**src/rtl/irq_status_pkg.sv**
```systemverilog
package irq_status_pkg;
  localparam int REG_W   = 8;
  localparam int NUM_SRC = 3;
  // source index order inside flag and enable vectors
  localparam int SRC_PIN = 0;
  localparam int SRC_GA  = 1;
  localparam int SRC_GC  = 2;
  // register bit positions
  localparam int BIT_PEN  = 7;
  localparam int BIT_PFLG = 6;
  localparam int BIT_ACK  = 4;
  localparam int BIT_AFLG = 3;
  localparam int BIT_AEN  = 2;
  localparam int BIT_CEN  = 1;
  localparam int BIT_CFLG = 0;

  typedef struct packed {
    logic                enWrite;
    logic                ackClear;
    logic                vecClear;
    logic                rdSel;
    logic [NUM_SRC-1:0]  enData;
  } ctrlStrobes_t;
endpackage

```
**src/rtl/irq_status_ctrl.sv**
```systemverilog
module irq_status_ctrl
  import irq_status_pkg::*;
#(
  parameter int          ADDR_W   = 8,
  parameter logic [ADDR_W-1:0] REG_ADDR = 8'h1F
) (
  input  logic [ADDR_W-1:0] busAddr,
  input  logic              busWe,
  input  logic [REG_W-1:0]  busWdata,
  input  logic              vecFetch,
  output ctrlStrobes_t      strobes
);
  logic addrHit;
  logic unusedWdata;

  assign addrHit     = (busAddr == REG_ADDR);
  assign unusedWdata = ^{busWdata[BIT_PFLG], busWdata[5], busWdata[BIT_AFLG], busWdata[BIT_CFLG]};

  always_comb begin
    strobes                 = '0;
    strobes.rdSel           = addrHit;
    strobes.enWrite         = addrHit & busWe;
    strobes.ackClear        = addrHit & busWe & busWdata[BIT_ACK];
    strobes.vecClear        = vecFetch;
    strobes.enData[SRC_PIN] = busWdata[BIT_PEN];
    strobes.enData[SRC_GA]  = busWdata[BIT_AEN];
    strobes.enData[SRC_GC]  = busWdata[BIT_CEN];
  end
endmodule

```
**src/rtl/irq_status_dp.sv**
```systemverilog
module irq_status_dp
  import irq_status_pkg::*;
#(
  parameter int SYNC_STAGES = 2
) (
  input  logic               clk,
  input  logic               rstN,
  input  ctrlStrobes_t       strobes,
  input  logic [NUM_SRC-1:0] srcN,
  output logic [REG_W-1:0]   busRdata,
  output logic               irqReq,
  output logic [NUM_SRC-1:0] flagVec,
  output logic [NUM_SRC-1:0] enVec,
  output logic [NUM_SRC-1:0] setVec
);
  localparam int TOP = SYNC_STAGES - 1;

  for (genvar i = 0; i < NUM_SRC; i++) begin : g_src
    logic [SYNC_STAGES-1:0] chain;
    logic                   prevLvl;
    logic                   flagQ;
    logic                   clrHere;

    always_ff @(posedge clk or negedge rstN) begin
      if (!rstN) begin
        chain   <= '1;
        prevLvl <= 1'b1;
      end else begin
        chain   <= {chain[TOP-1:0], srcN[i]};
        prevLvl <= chain[TOP];
      end
    end

    assign setVec[i] = prevLvl & ~chain[TOP];

    if (i == SRC_PIN) begin : g_pin
      assign clrHere = strobes.ackClear | strobes.vecClear;
    end else begin : g_port
      assign clrHere = strobes.ackClear;
    end

    always_ff @(posedge clk or negedge rstN) begin
      if (!rstN)          flagQ <= 1'b0;
      else if (setVec[i]) flagQ <= 1'b1;
      else if (clrHere)   flagQ <= 1'b0;
    end

    assign flagVec[i] = flagQ;
  end

  always_ff @(posedge clk or negedge rstN) begin
    if (!rstN)                enVec <= '0;
    else if (strobes.enWrite) enVec <= strobes.enData;
  end

  always_comb begin
    busRdata = '0;
    if (strobes.rdSel) begin
      busRdata[BIT_PEN]  = enVec[SRC_PIN];
      busRdata[BIT_PFLG] = flagVec[SRC_PIN];
      busRdata[BIT_AFLG] = flagVec[SRC_GA];
      busRdata[BIT_AEN]  = enVec[SRC_GA];
      busRdata[BIT_CEN]  = enVec[SRC_GC];
      busRdata[BIT_CFLG] = flagVec[SRC_GC];
    end
  end

  assign irqReq = |(flagVec & enVec);
endmodule

```
**src/rtl/irq_status_reg.sv**
```systemverilog
module irq_status_reg
  import irq_status_pkg::*;
#(
  parameter int                ADDR_W      = 8,
  parameter logic [ADDR_W-1:0] REG_ADDR    = 8'h1F,
  parameter int                SYNC_STAGES = 2
) (
  input  logic              clk,
  input  logic              rstN,
  input  logic [ADDR_W-1:0] busAddr,
  input  logic              busWe,
  input  logic [7:0]        busWdata,
  output logic [7:0]        busRdata,
  input  logic              srcPinN,
  input  logic              srcGrpAN,
  input  logic              srcGrpCN,
  input  logic              vecFetch,
  output logic              irqReq
);
  ctrlStrobes_t       strobes;
  logic [NUM_SRC-1:0] flagVec;
  logic [NUM_SRC-1:0] enVec;
  logic [NUM_SRC-1:0] setVec;

  irq_status_ctrl #(.ADDR_W(ADDR_W), .REG_ADDR(REG_ADDR)) ctrl_i (
    .busAddr  (busAddr),
    .busWe    (busWe),
    .busWdata (busWdata),
    .vecFetch (vecFetch),
    .strobes  (strobes)
  );

  irq_status_dp #(.SYNC_STAGES(SYNC_STAGES)) dp_i (
    .clk      (clk),
    .rstN     (rstN),
    .strobes  (strobes),
    .srcN     ({srcGrpCN, srcGrpAN, srcPinN}),
    .busRdata (busRdata),
    .irqReq   (irqReq),
    .flagVec  (flagVec),
    .enVec    (enVec),
    .setVec   (setVec)
  );
endmodule

```
**config.mk**
```make
export PLATFORM = sky130hd
export DESIGN_NAME = irq_status_reg
export DESIGN_NICKNAME = d
export VERILOG_FILES = /design/src/rtl/irq_status_pkg.sv /design/src/rtl/irq_status_ctrl.sv /design/src/rtl/irq_status_dp.sv /design/src/rtl/irq_status_reg.sv
export SDC_FILE = /design/constraint.sdc
export NUM_CORES = 1
export LEC_CHECK = 0
export ABC_AREA = 1
export BUFFER_PORTS_ARGS = -buffer_cell sky130_fd_sc_hd__buf_2
export CORE_MARGIN = 5
export CORE_UTILIZATION = 35
export DETAILED_ROUTE_END_ITERATION = 10
export GPL_ROUTABILITY_DRIVEN = 0
export PLACE_DENSITY = 0.71
export SLEW_MARGIN = 20
export SYNTH_ARGS = -nofsm -noshare
export SYNTH_HDL_FRONTEND = slang
export SYNTH_SLANG_ARGS = --single-unit
```
**constraint.sdc**
```tcl
create_clock -name clk -period 2.2 [get_ports clk]
set_input_delay 0.11 -clock clk [delete_from_list [all_inputs] [get_ports clk]]
set_output_delay 0.11 -clock clk [all_outputs]
set_load 0.01 [all_outputs]
```
==> results by group, run 1 <==
Outcome
  • Outcome: finished, final reports clean

Cells and area
  • Area growth from synthesis to layout: 32.8%
  • Share of final-layout standard cells stronger than drive strength 1: 0.469
  • Final net count: 122
  • # diodes: 0
  • Non-filler cells, final: 123

Floorplan
  • Die X: 53.0 um
  • I/O pin count: 32
  • Initial standard-cell utilization of the core: 0.371
  • Number of cell rows: 15
  • Placeable Area: 1750 um^2
  • Die area: 2810 um^2
  • Die extent in y: 53.0 um

Synthesis
  • Synthesized cell area: 648 um^2
  • Mapped Cells: 66
  • Main combinational cell family by area after synthesis: simple AND/OR/NAND/NOR gates
  • Sequential element share of the synthesized area: 0.597
  • Average instance area after synthesis: 9.82 um^2
  • Multiplexer share of the synthesized area: 0
  • Xor and xnor area share after synthesis: 0
  • Count of unique library cells instantiated by Yosys: 15
  • Ys Warns: 0
  • Post-synthesis compound-gate area fraction: 0.0367
  • Adder and majority gate portion of the synthesized area: 0
  • Register bit total from synthesis: 15
  • Fraction of the mapped netlist area in simple logic gates: 0.251

STA
  • Final Cycle Share: 0.508
  • Final hold violation count: 0
  • Shortest clock period the worst path allows after layout: 1.12 ns
  • Max Fclk: 895 MHz
  • Post-layout worst setup margin: 1.08 ns
  • Setup TNS Final: 0 ns
  • Clk_skew: 0.00238 ns
  • Worst hold slack after final layout: 0.0537 ns
  • Number of max-slew violations in the final report: 0
  • Setup repair after global routing missed its margin: no
  • Setup violation total in the final timing report: 0

Critical path
  • Standard cell with the maximum stage delay on the critical path: dfrtp_1
  • Sequence of cells on the critical path: inv_1 -> o221ai_1 -> buf_2
  • Critical R2R Capture: dp_i.g_src[2].flagQ
  • Startpoint types: register
  • Category of cells accounting for the largest share of critical-path delay: flip-flops
  • Element type at the critical path end: output pin
  • Critical Path Max Stage Delay: 0.36 ns
  • Largest fanout on the critical path: 2
  • Critical register-to-register path startpoint: dp_i.g_src[2].chain[1]
  • Worst Setup Path Type: reg -> out
  • Buffers & Inverters on Critical Path: 2
  • Arrival time reported for the critical path endpoint: 1.01 ns
  • Register-to-register setup slack: 1.44 ns
  • Count of cells along the worst register-to-register path: 3
  • Critical Path RT: 2.09 ns

Power and ir drop
  • Relative contribution of the clock network to total power: 0.299
  • Design internal power: 0.000388 W
  • Fraction of power consumed by combinational cells: 0.106
  • Cell leakage power: 0.479 nW
  • Register share of total power: 0.595
  • Switching power as a share of total power: 0.231
  • Switching power summed over all nets: 0.000117 W
  • Worst IR drop on VDD: 0.000417 V
  • Power per unit of standard cell area: 586 nW/um^2

CTS
  • CTS tree: done
  • # H-tree levels: 1
  • Clock root buffer: clkbuf_4
  • Number of clock sinks seen by CTS: 15
  • # Post-CTS Setup Buffers: 0
  • Skew-Pair Late Insertion Delay: 0.28 ns
  • Hold-fix buffers at CTS: 4
  • Number of CTS-inserted buffers: 3
  • Clock tree buffer depth: 2
  • Gates resized, CTS repair: 0
  • Clock Pin Slew Worst Setup and Hold Paths: 0.08 ns

Placed design
  • Pre-CTS WS: 1.28 ns
  • Port Buf Inserts: 25
  • Dpl hpwl: 871 um
  • Number of placed instances, taps included: 115

Global route
  • Maximum number of pins on one net before global-route repair: 16
  • Total global routing track utilization: 0.0921
  • Via count of the first global-routing pass: 458
  • Initial antenna violation count: 0
  • Global-route wire length before repair: 1860 um
  • Sum of overflow across all layers after global routing: 0

Routing
  • Wire length reported by the detailed router: 1100 um
  • Via-to-Cell Ratio: 3.92
  • Wire length per cell after detailed routing: 8.93 um
  • Pre-antenna DRT Iters: 1
  • Post-detailed-route count of antenna-violating nets: 0
  • Total vias in the final route: 482
  • Post-route DRC violation count: 0
  • DRC marker count from the first detailed-route iteration: 0

Hold path
  • Terminating pin of the worst hold path: dp_i.enVec[2]
  • Hold WC Path Type: in -> reg
  • Worst Hold Launch: busWdata[1]
  • Cell count of the worst hold path: 3

Flow run
  • Number of violations of the max-capacitance limit: 0
## cell families after synthesis
logic type,Yosys count
simple gates,29
buf+inv,17
other cells,1
compound gates,4
flops,15
## cell usage in the layout (no fill, tap or decap)
cell type       n
buf_2          25
nand2_1        15
inv_1          14
dfstp_2         9
nor2_1          7
dfrtp_1         6
dlygate4sd3_1   4
nand2_2         3
o21ai_1         3
clkbuf_4        3
conb_1          2
nor2_8          1
nor2_4          1
inv_2           1
o221ai_1        1
nand3_4         1
nand4_2         1
clkinv_2        1
## metal layers
layer / up-vias / wire length, um / global-route usage
met5: - / 0 / 0
met4: 0 / 0 / 0.0638
met3: 0 / 167 / 0.0254
met2: 24 / 468 / 0.145
met1: 203 / 461 / 0.108
li1: 255 / - / -
## worst max path at each step
stage                        startpoint  depth (start not counted)  slack (ns)           to
after floorplan              busAddr[5]                          5        1.46  busRdata[0]
after global placement       busAddr[5]                          7        1.29  busRdata[6]
after detailed placement     busAddr[5]                          7        1.28  busRdata[6]
after CTS                 dp_i.enVec[0]                          3        1.06       irqReq
after global routing      dp_i.enVec[0]                          3        1.01       irqReq
final                     dp_i.enVec[0]                          3        1.08       irqReq
## metrics by stage
stage / total power (W) / utilization / cell area (um^2)
finish: 0.000504 / 0.493 / 861
global route: 0.000537 / 0.493 / 861
CTS: 0.000514 / 0.493 / 861
detailed placement: 0.000354 / 0.454 / 793
global placement: 0.000352 / 0.454 / 793
floorplan: 0.000330 / - / 652
## synth_stat cells
master | n | area, um^2
buf_4 | 2 | 15.0
conb_1 | 1 | 3.75
dfrtp_1 | 6 | 150
dfstp_2 | 9 | 236
inv_1 | 14 | 52.6
inv_2 | 1 | 3.75
nand2_1 | 15 | 56.3
nand2_2 | 3 | 18.8
nand3_4 | 1 | 17.5
nand4_2 | 1 | 12.5
nor2_1 | 7 | 26.3
nor2_4 | 1 | 11.3
nor2_8 | 1 | 20.0
o21ai_1 | 3 | 15.0
o221ai_1 | 1 | 8.76
## cell type report
cell class | count | area (um^2)
fillers | 176 | 885
clock inverters | 1 | 5.00
inverters | 15 | 56.3
well taps | 25 | 31.3
clock buffers | 3 | 22.5
flip-flops and latches | 15 | 387
repair buffers | 29 | 165
multi-input cells | 35 | 194
## worst min-delay path, cell delays in order
cell and delay, ns:
buf_2 0.09, inv_1 0.04, o21ai_1 0.05
## power by group through the flow
stage	clock network, W	registers, W	logic (W)
2_1_floorplan	0	0.000304	0.0000260
3_3_place_gp	0	0.000304	0.0000479
3_5_place_dp	0	0.000305	0.0000491
4_1_cts	0.000159	0.000300	0.0000547
5_1_grt	0.000174	0.000302	0.0000608
6_report	0.000151	0.000300	0.0000536
## state kept, by name (all words and copies together) (netlist names)
signal,cells
dp_i.g_src.prevLvl,3
dp_i.g_src.flagQ,3
dp_i.g_src.chain,6
dp_i.enVec,3
Note: power is estimated with default switching activity, not from simulation.
==> inputs of run 2 (changes only) <==
Settings changed: PLACE_DENSITY 0.71 to 0.73.
Clock period 2.2 ns to 0.9 ns, I/O delays scaled along.
==> run 2 against run 1 <==
Net effect: the flow now finishes with violations (setup timing); flip-flop and latch count did not move; non-clock buffer count rose by 4; die area did not move; combinational power rose to 2.8 times the previous value; critical path depth did not move; critical path type unchanged.
==> results by group, run 2 (synthesized netlist as in run 1, its figures left out) <==
Floorplan
  • I/O pin count: 32 (unchanged)
  • Die X: 53.0 um (unchanged)
  • Die area: 2810 um^2 (unchanged)
  • Placeable Area: 1750 um^2 (unchanged)
  • Die extent in y: 53.0 um (unchanged)
  • Initial standard-cell utilization of the core: 0.371 (unchanged)
  • Number of cell rows: 15 (unchanged)

Critical path
  • Element type at the critical path end: output pin (unchanged)
  • Critical Path RT: 0.85 ns (was 2.09 ns)
  • Sequence of cells on the critical path: inv_2 -> o221ai_2 -> buf_2 (was inv_1 -> o221ai_1 -> buf_2)
  • Critical Path Max Stage Delay: 0.37 ns (was 0.36 ns)
  • Standard cell with the maximum stage delay on the critical path: dfrtp_1 (unchanged)
  • Register-to-register setup slack: 0.13 ns (was 1.44 ns)
  • Buffers & Inverters on Critical Path: 2 (unchanged)
  • Count of cells along the worst register-to-register path: 3 (unchanged)
  • Arrival time reported for the critical path endpoint: 0.99 ns (was 1.01 ns)
  • Largest fanout on the critical path: 2 (unchanged)
  • Critical R2R Capture: dp_i.g_src[2].flagQ (unchanged)
  • Category of cells accounting for the largest share of critical-path delay: flip-flops (unchanged)
  • Critical register-to-register path startpoint: dp_i.g_src[2].chain[1] (unchanged)
  • Startpoint types: register (unchanged)
  • Worst Setup Path Type: reg -> out (unchanged)

STA
  • Shortest clock period the worst path allows after layout: 1.03 ns
  • Number of max-slew violations in the final report: 0 (unchanged)
  • Final Cycle Share: 1.15
  • Setup repair after global routing missed its margin: yes (was no)
  • Max Fclk: 967 MHz
  • Clk_skew: 0.00668 ns (was 0.00238 ns)
  • Setup violation total in the final timing report: 7 (was 0)
  • Final hold violation count: 0 (unchanged)
  • Post-layout worst setup margin: -0.135 ns (was 1.08 ns)

Routing
  • Via-to-Cell Ratio: 3.98 (was 3.92)
  • Length of routed met2 wiring: 525 um (was 468 um)
  • Post-detailed-route count of antenna-violating nets: 0 (unchanged)
  • Top metal layer carrying routed signals: met3 (unchanged)
  • Pre-antenna DRT Iters: 2 (was 1)
  • Met1 Wirelength: 478 um (was 461 um)
  • Wire length per cell after detailed routing: 9.05 um (was 8.93 um)
  • Met3 wire length: 145 um (was 167 um)
  • Post-route DRC violation count: 0 (unchanged)
  • Total vias in the final route: 506 (was 482)
  • DRC marker count from the first detailed-route iteration: 5 (was 0)
  • Wire length reported by the detailed router: 1150 um (was 1100 um)

Placed design
  • Number of placed instances, taps included: 115 (unchanged)
  • Dpl hpwl: 926 um (was 871 um)
  • Port Buf Inserts: 25 (unchanged)
  • Pre-CTS WS: 0.102 ns (was 1.28 ns)

CTS
  • Clock tree buffer depth: 2 (unchanged)
  • Number of CTS-inserted buffers: 3 (unchanged)
  • Clock root buffer: clkbuf_4 (unchanged)
  • Skew-Pair Late Insertion Delay: 0.27 ns (was 0.28 ns)
  • # H-tree levels: 1 (unchanged)
  • CTS tree: done (unchanged)
  • Clock Pin Slew Worst Setup and Hold Paths: 0.08 ns (about the same)
  • Number of clock sinks seen by CTS: 15 (unchanged)

Hold path
  • Terminating pin of the worst hold path: dp_i.enVec[0] (was dp_i.enVec[2])
  • Cell count of the worst hold path: 3 (unchanged)
  • Worst Hold Launch: busWdata[7] (was busWdata[1])
  • Hold WC Path Type: in -> reg (unchanged)

Cells and area
  • Commonest non-fill, non-tap cell in the layout: buf_2 (unchanged)
  • # diodes: 0 (unchanged)
  • Share of final-layout standard cells stronger than drive strength 1: 0.500 (was 0.469)
  • Non-filler cells, final: 127 (was 123)
  • Final net count: 126 (was 122)
  • Top library cells by usage in the layout, fill and taps aside: buf_2, nand2_1, inv_1 (unchanged)
  • Top reg by flops: dp_i.g_src.chain (unchanged)
  • Number of flip-flops under the largest register name: 6 (unchanged)
  • Area growth from synthesis to layout: 40.0% (was 32.8%)

Outcome
  • Outcome: finished, violations left (was finished, final reports clean)
  • Violations in the final reports: setup timing

Global route
  • Maximum number of pins on one net before global-route repair: 16 (unchanged)
  • Global-route wire length before repair: 1920 um (was 1860 um)
  • Initial antenna violation count: 0 (unchanged)
  • Via count of the first global-routing pass: 501 (was 458)
  • Total global routing track utilization: 0.0921 (unchanged)
  • Sum of overflow across all layers after global routing: 0 (unchanged)

Power and ir drop
  • Worst IR drop on VDD: 0.000891 V (was 0.000417 V)
  • Power per unit of standard cell area: 1370 nW/um^2 (was 586 nW/um^2)
  • Design internal power: 0.000961 W (was 0.000388 W)
  • Fraction of power consumed by combinational cells: 0.121 (was 0.106)
  • Relative contribution of the clock network to total power: 0.290 (was 0.299)
  • Register share of total power: 0.590 (was 0.595)
  • Switching power as a share of total power: 0.228 (was 0.231)
  • Switching power summed over all nets: 0.000283 W (was 0.000117 W)
  • Cell leakage power: 0.492 nW (was 0.479 nW)

Flow run
  • Number of violations of the max-capacitance limit: 0 (unchanged)
-- run 2: changes by cell type in the layout (fill, tap and decap cells not counted) --
cell / previous run / this run
buf_4: 0 / 1
dlygate4sd3_1: 4 / 7
inv_1: 14 / 12
inv_2: 1 / 3
nor2_1: 7 / 6
nor2_2: 0 / 1
o221ai_1: 1 / 0
o221ai_2: 0 / 1
-- run 2: layer usage --
metal / vias to the layer above / GRT usage
met4: 0 / 0.0383
met5: - / 0
met1: 220 / 0.101
li1: 261 / -
met2: 25 / 0.159
met3: 0 / 0.0338
-- run 2: what timing repair did --
item | in CTS | in global routing
gates cloned | 0 | 0
gates resized for setup | 3 | 1
hold buffers | 6 | 1
setup buffers | 1 | 0
pin swaps | 6 | 1
endpoints found under the hold margin | 20 | 1
endpoints found under the setup margin | 7 | 7
-- run 2: tightest hold or removal path, stage by stage --
cell	delay, ns
buf_2	0.10
inv_1	0.04
o21ai_1	0.07
-- run 2: how the worst max path moves through the flow --
stage	cells after the start	to	slack [ns]	startpoint
after detailed placement	7	busRdata[3]	0.10	busAddr[5]
after CTS	3	irqReq	-0.17	dp_i.enVec[0]
after floorplan	3	dp_i.g_src[0].flagQ	0.17	dp_i.g_src[0].chain[1]
after global routing	3	irqReq	-0.20	dp_i.g_src[0].flagQ
after global placement	7	busRdata[0]	0.12	busAddr[5]
final	3	irqReq	-0.13	dp_i.enVec[0]
-- run 2: final cells by class --
type                            count  area, um^2
Fill cell                         170         838
Sequential cell                    15         387
Multi-Input combinational cell     35         203
Timing Repair Buffer               33         203
Inverter                           15        56.3
Tap cell                           25        31.3
Clock buffer                        3        22.5
Clock inverter                      1        5.00
-- run 2: per-stage QoR --
stage / area [um^2] / total power, W / setup TNS (ns) / hold WS [ns] / util
after floorplan: 652 / 0.000806 / 0 / -0.251 / -
after global placement: 793 / 0.000861 / 0 / -0.0496 / 0.454
after detailed placement: 793 / 0.000867 / 0 / -0.0393 / 0.454
after CTS: 895 / 0.00127 / -0.563 / 0.00188 / 0.513
after global routing: 907 / 0.00133 / -0.889 / 0.0148 / 0.520
final: 907 / 0.00124 / -0.416 / 0.0186 / 0.520
-- run 2: power by group through the flow --
| stage | logic (W) | clock network, W | registers (W) |
|---|---|---|---|
| 2_1_floorplan | 0.0000634 | 0 | 0.000742 |
| 3_3_place_gp | 0.000117 | 0 | 0.000744 |
| 3_5_place_dp | 0.000121 | 0 | 0.000746 |
| 4_1_cts | 0.000149 | 0.000389 | 0.000734 |
| 5_1_grt | 0.000169 | 0.000423 | 0.000738 |
| 6_report | 0.000150 | 0.000360 | 0.000734 |
==> inputs of run 3 (changes only) <==
Settings changed: MAX_ROUTING_LAYER set to met4, PLACE_DENSITY 0.73 to 0.71.
Clock period 0.9 ns to 1.3 ns, I/O delays scaled along.
==> run 3 against run 2 <==
Net effect: the run now ends clean; flip-flop and latch count is the same; routed wire length shrank 5.6%; hold slack lost 0.0051 ns; via count shrank 4.5%; setup slack gained 0.37 ns; largest cell class unchanged; critical path depth is the same; clock skew shrank 0.0023 ns; highest routed layer unchanged; largest power group unchanged; combinational power shrank 40%; utilization shrank 2.7 points; sequential power shrank 31%.
==> results by group, run 3 (synthesized netlist as in run 1, its figures left out) <==
Outcome
  • Outcome: finished, final reports clean (was finished, violations left)

Global route
  • Initial antenna violation count: 0 (unchanged)
  • Global-route wire length before repair: 1840 um (was 1920 um)
  • Sum of overflow across all layers after global routing: 0 (unchanged)
  • Via count of the first global-routing pass: 458 (was 501)
  • Maximum number of pins on one net before global-route repair: 16 (unchanged)
  • Total global routing track utilization: 0.0920 (was 0.0921)

Critical path
  • Arrival time reported for the critical path endpoint: 1.00 ns (was 0.99 ns)
  • Critical register-to-register path startpoint: dp_i.g_src[0].chain[1] (was dp_i.g_src[2].chain[1])
  • Standard cell with the maximum stage delay on the critical path: dfrtp_1 (unchanged)
  • Critical Path RT: 1.24 ns (was 0.85 ns)
  • CP endpoint: irqReq (unchanged)
  • Element type at the critical path end: output pin (unchanged)
  • Beginning of the critical path: dp_i.enVec[0] (unchanged)
  • Critical R2R Capture: dp_i.g_src[0].flagQ (was dp_i.g_src[2].flagQ)
  • Sequence of cells on the critical path: inv_1 -> o221ai_1 -> buf_2 (was inv_2 -> o221ai_2 -> buf_2)
  • Register-to-register setup slack: 0.54 ns (was 0.13 ns)
  • Critical Path Max Stage Delay: 0.36 ns (was 0.37 ns)
  • Startpoint types: register (unchanged)
  • Count of cells along the worst register-to-register path: 3 (unchanged)
  • Largest fanout on the critical path: 2 (unchanged)
  • Worst Setup Path Type: reg -> out (unchanged)

Routing
  • Wire length per cell after detailed routing: 8.82 um (was 9.05 um)
  • Wire length reported by the detailed router: 1090 um (was 1150 um)
  • Pre-antenna DRT Iters: 1 (was 2)
  • Via-to-Cell Ratio: 3.93 (was 3.98)
  • Total vias in the final route: 483 (was 506)
  • Post-route DRC violation count: 0 (unchanged)
  • DRC marker count from the first detailed-route iteration: 0 (was 5)
  • Post-detailed-route count of antenna-violating nets: 0 (unchanged)

Flow run
  • Number of violations of the max-capacitance limit: 0 (unchanged)

STA
  • Final Cycle Share: 0.821
  • Setup TNS Final: 0 ns (was -0.416 ns)
  • Clk_skew: 0.00440 ns (was 0.00668 ns)
  • Setup violation total in the final timing report: 0 (was 7)
  • Setup repair after global routing missed its margin: no (was yes)
  • Final hold violation count: 0 (unchanged)
  • Max Fclk: 937 MHz
  • Shortest clock period the worst path allows after layout: 1.07 ns
  • Number of max-slew violations in the final report: 0 (unchanged)

Floorplan
  • Die extent in y: 53.0 um (unchanged)
  • Placeable Area: 1750 um^2 (unchanged)
  • Number of cell rows: 15 (unchanged)
  • Initial standard-cell utilization of the core: 0.371 (unchanged)
  • Die area: 2810 um^2 (unchanged)
  • Die X: 53.0 um (unchanged)
  • I/O pin count: 32 (unchanged)

Placed design
  • Port Buf Inserts: 25 (unchanged)
  • Dpl hpwl: 870 um (was 926 um)

Cells and area
  • Storage cell area: 387 um^2 (unchanged)
  • # diodes: 0 (unchanged)
  • Area growth from synthesis to layout: 32.8% (was 40.0%)
  • Area used by multi-input combinational logic: 194 um^2 (was 203 um^2)
  • Commonest non-fill, non-tap cell in the layout: buf_2 (unchanged)
  • Top library cells by usage in the layout, fill and taps aside: buf_2, nand2_1, inv_1 (unchanged)
  • Filler Cell Count: 178 (was 170)
  • Final standard cell utilization of the core: 0.493 (was 0.520)
  • Final net count: 122 (was 126)
  • Number of flip-flops under the largest register name: 6 (unchanged)
  • Share of final-layout standard cells stronger than drive strength 1: 0.469 (was 0.500)
  • Top reg by flops: dp_i.g_src.chain (unchanged)

Power and ir drop
  • Cell leakage power: 0.479 nW (was 0.492 nW)
  • Final Power: 0.000849 W (was 0.00124 W)
  • Worst IR drop on VDD: 0.000705 V (was 0.000891 V)
  • Power per unit of standard cell area: 986 nW/um^2 (was 1370 nW/um^2)

CTS
  • Clock root buffer: clkbuf_4 (unchanged)
  • Clock Pin Slew Worst Setup and Hold Paths: 0.08 ns (about the same)
  • # H-tree levels: 1 (unchanged)
  • Skew-Pair Late Insertion Delay: 0.27 ns (about the same)
  • Number of clock sinks seen by CTS: 15 (unchanged)
  • Number of CTS-inserted buffers: 3 (unchanged)
  • Clock tree buffer depth: 2 (unchanged)
  • CTS tree: done (unchanged)
  • # Post-CTS Setup Buffers: 0 (was 1)

Hold path
  • Hold WC Path Type: in -> reg (unchanged)
  • Worst Hold Launch: busWdata[1] (was busWdata[7])
-- run 3: stage by stage --
step | hold slack (ns) | cell area [um^2] | instances | setup WS [ns]
finish | 0.0135 | 861 | 123 | 0.233
global route | 0.0115 | 861 | 123 | 0.154
CTS | 0.00386 | 861 | 123 | 0.208
detailed placement | -0.0187 | 793 | 115 | 0.468
global placement | -0.0274 | 793 | 115 | 0.485
floorplan | -0.231 | 652 | 67 | 0.568
-- run 3: report_power, final --
| group | internal (W) | switching (W) | total, W |
|---|---|---|---|
| Sequential | 0.000499 | 0.00000847 | 0.000508 |
| Combinational | 0.0000430 | 0.0000477 | 0.0000907 |
| Clock | 0.000114 | 0.000137 | 0.000251 |
| Total | 0.000656 | 0.000193 | 0.000849 |
-- run 3: what timing repair did --
action                     4_1_cts  5_1_grt
setup endpoints to repair        0        0
hold endpoints to repair        18        0
resized for setup                0        0
hold buffers                     4        0
-- run 3: worst min-delay path by stage --
stage               cells after the start  slack (ns)                  end
CTS                                     3       0.004        dp_i.enVec[2]
floorplan                               0       -0.23        dp_i.enVec[0]
finish                                  3        0.01        dp_i.enVec[2]
global route                            3        0.01        dp_i.enVec[2]
global placement                        1       -0.03  dp_i.g_src[0].flagQ
detailed placement                      1       -0.02  dp_i.g_src[1].flagQ
-- run 3: cell type report --
| class | instances | share of cell area |
|---|---|---|
| Sequential cell | 15 | 0.449 |
| Multi-Input combinational cell | 35 | 0.225 |
| Clock inverter | 1 | 0.00581 |
| Clock buffer | 3 | 0.0262 |
| Inverter | 15 | 0.0654 |
| Timing Repair Buffer | 29 | 0.192 |
| Tap cell | 25 | 0.0363 |
-- run 3: critical path, delay by kind of cell (launching register included) --
family / cells / cell delay [ns]
flip-flops: 1 / 0.36
buffers and inverters: 2 / 0.22
AO/OA/AOI/OAI: 1 / 0.16
-- run 3: layer usage --
metal,global-route usage,part of all wire,routed length [um],vias up
li1,-,-,-,256
met1,0.104,0.42,457,203
met2,0.147,0.42,460,24
met3,0.0254,0.15,167,0
met4,0.0511,0,0,0
met5,-,0,0,-
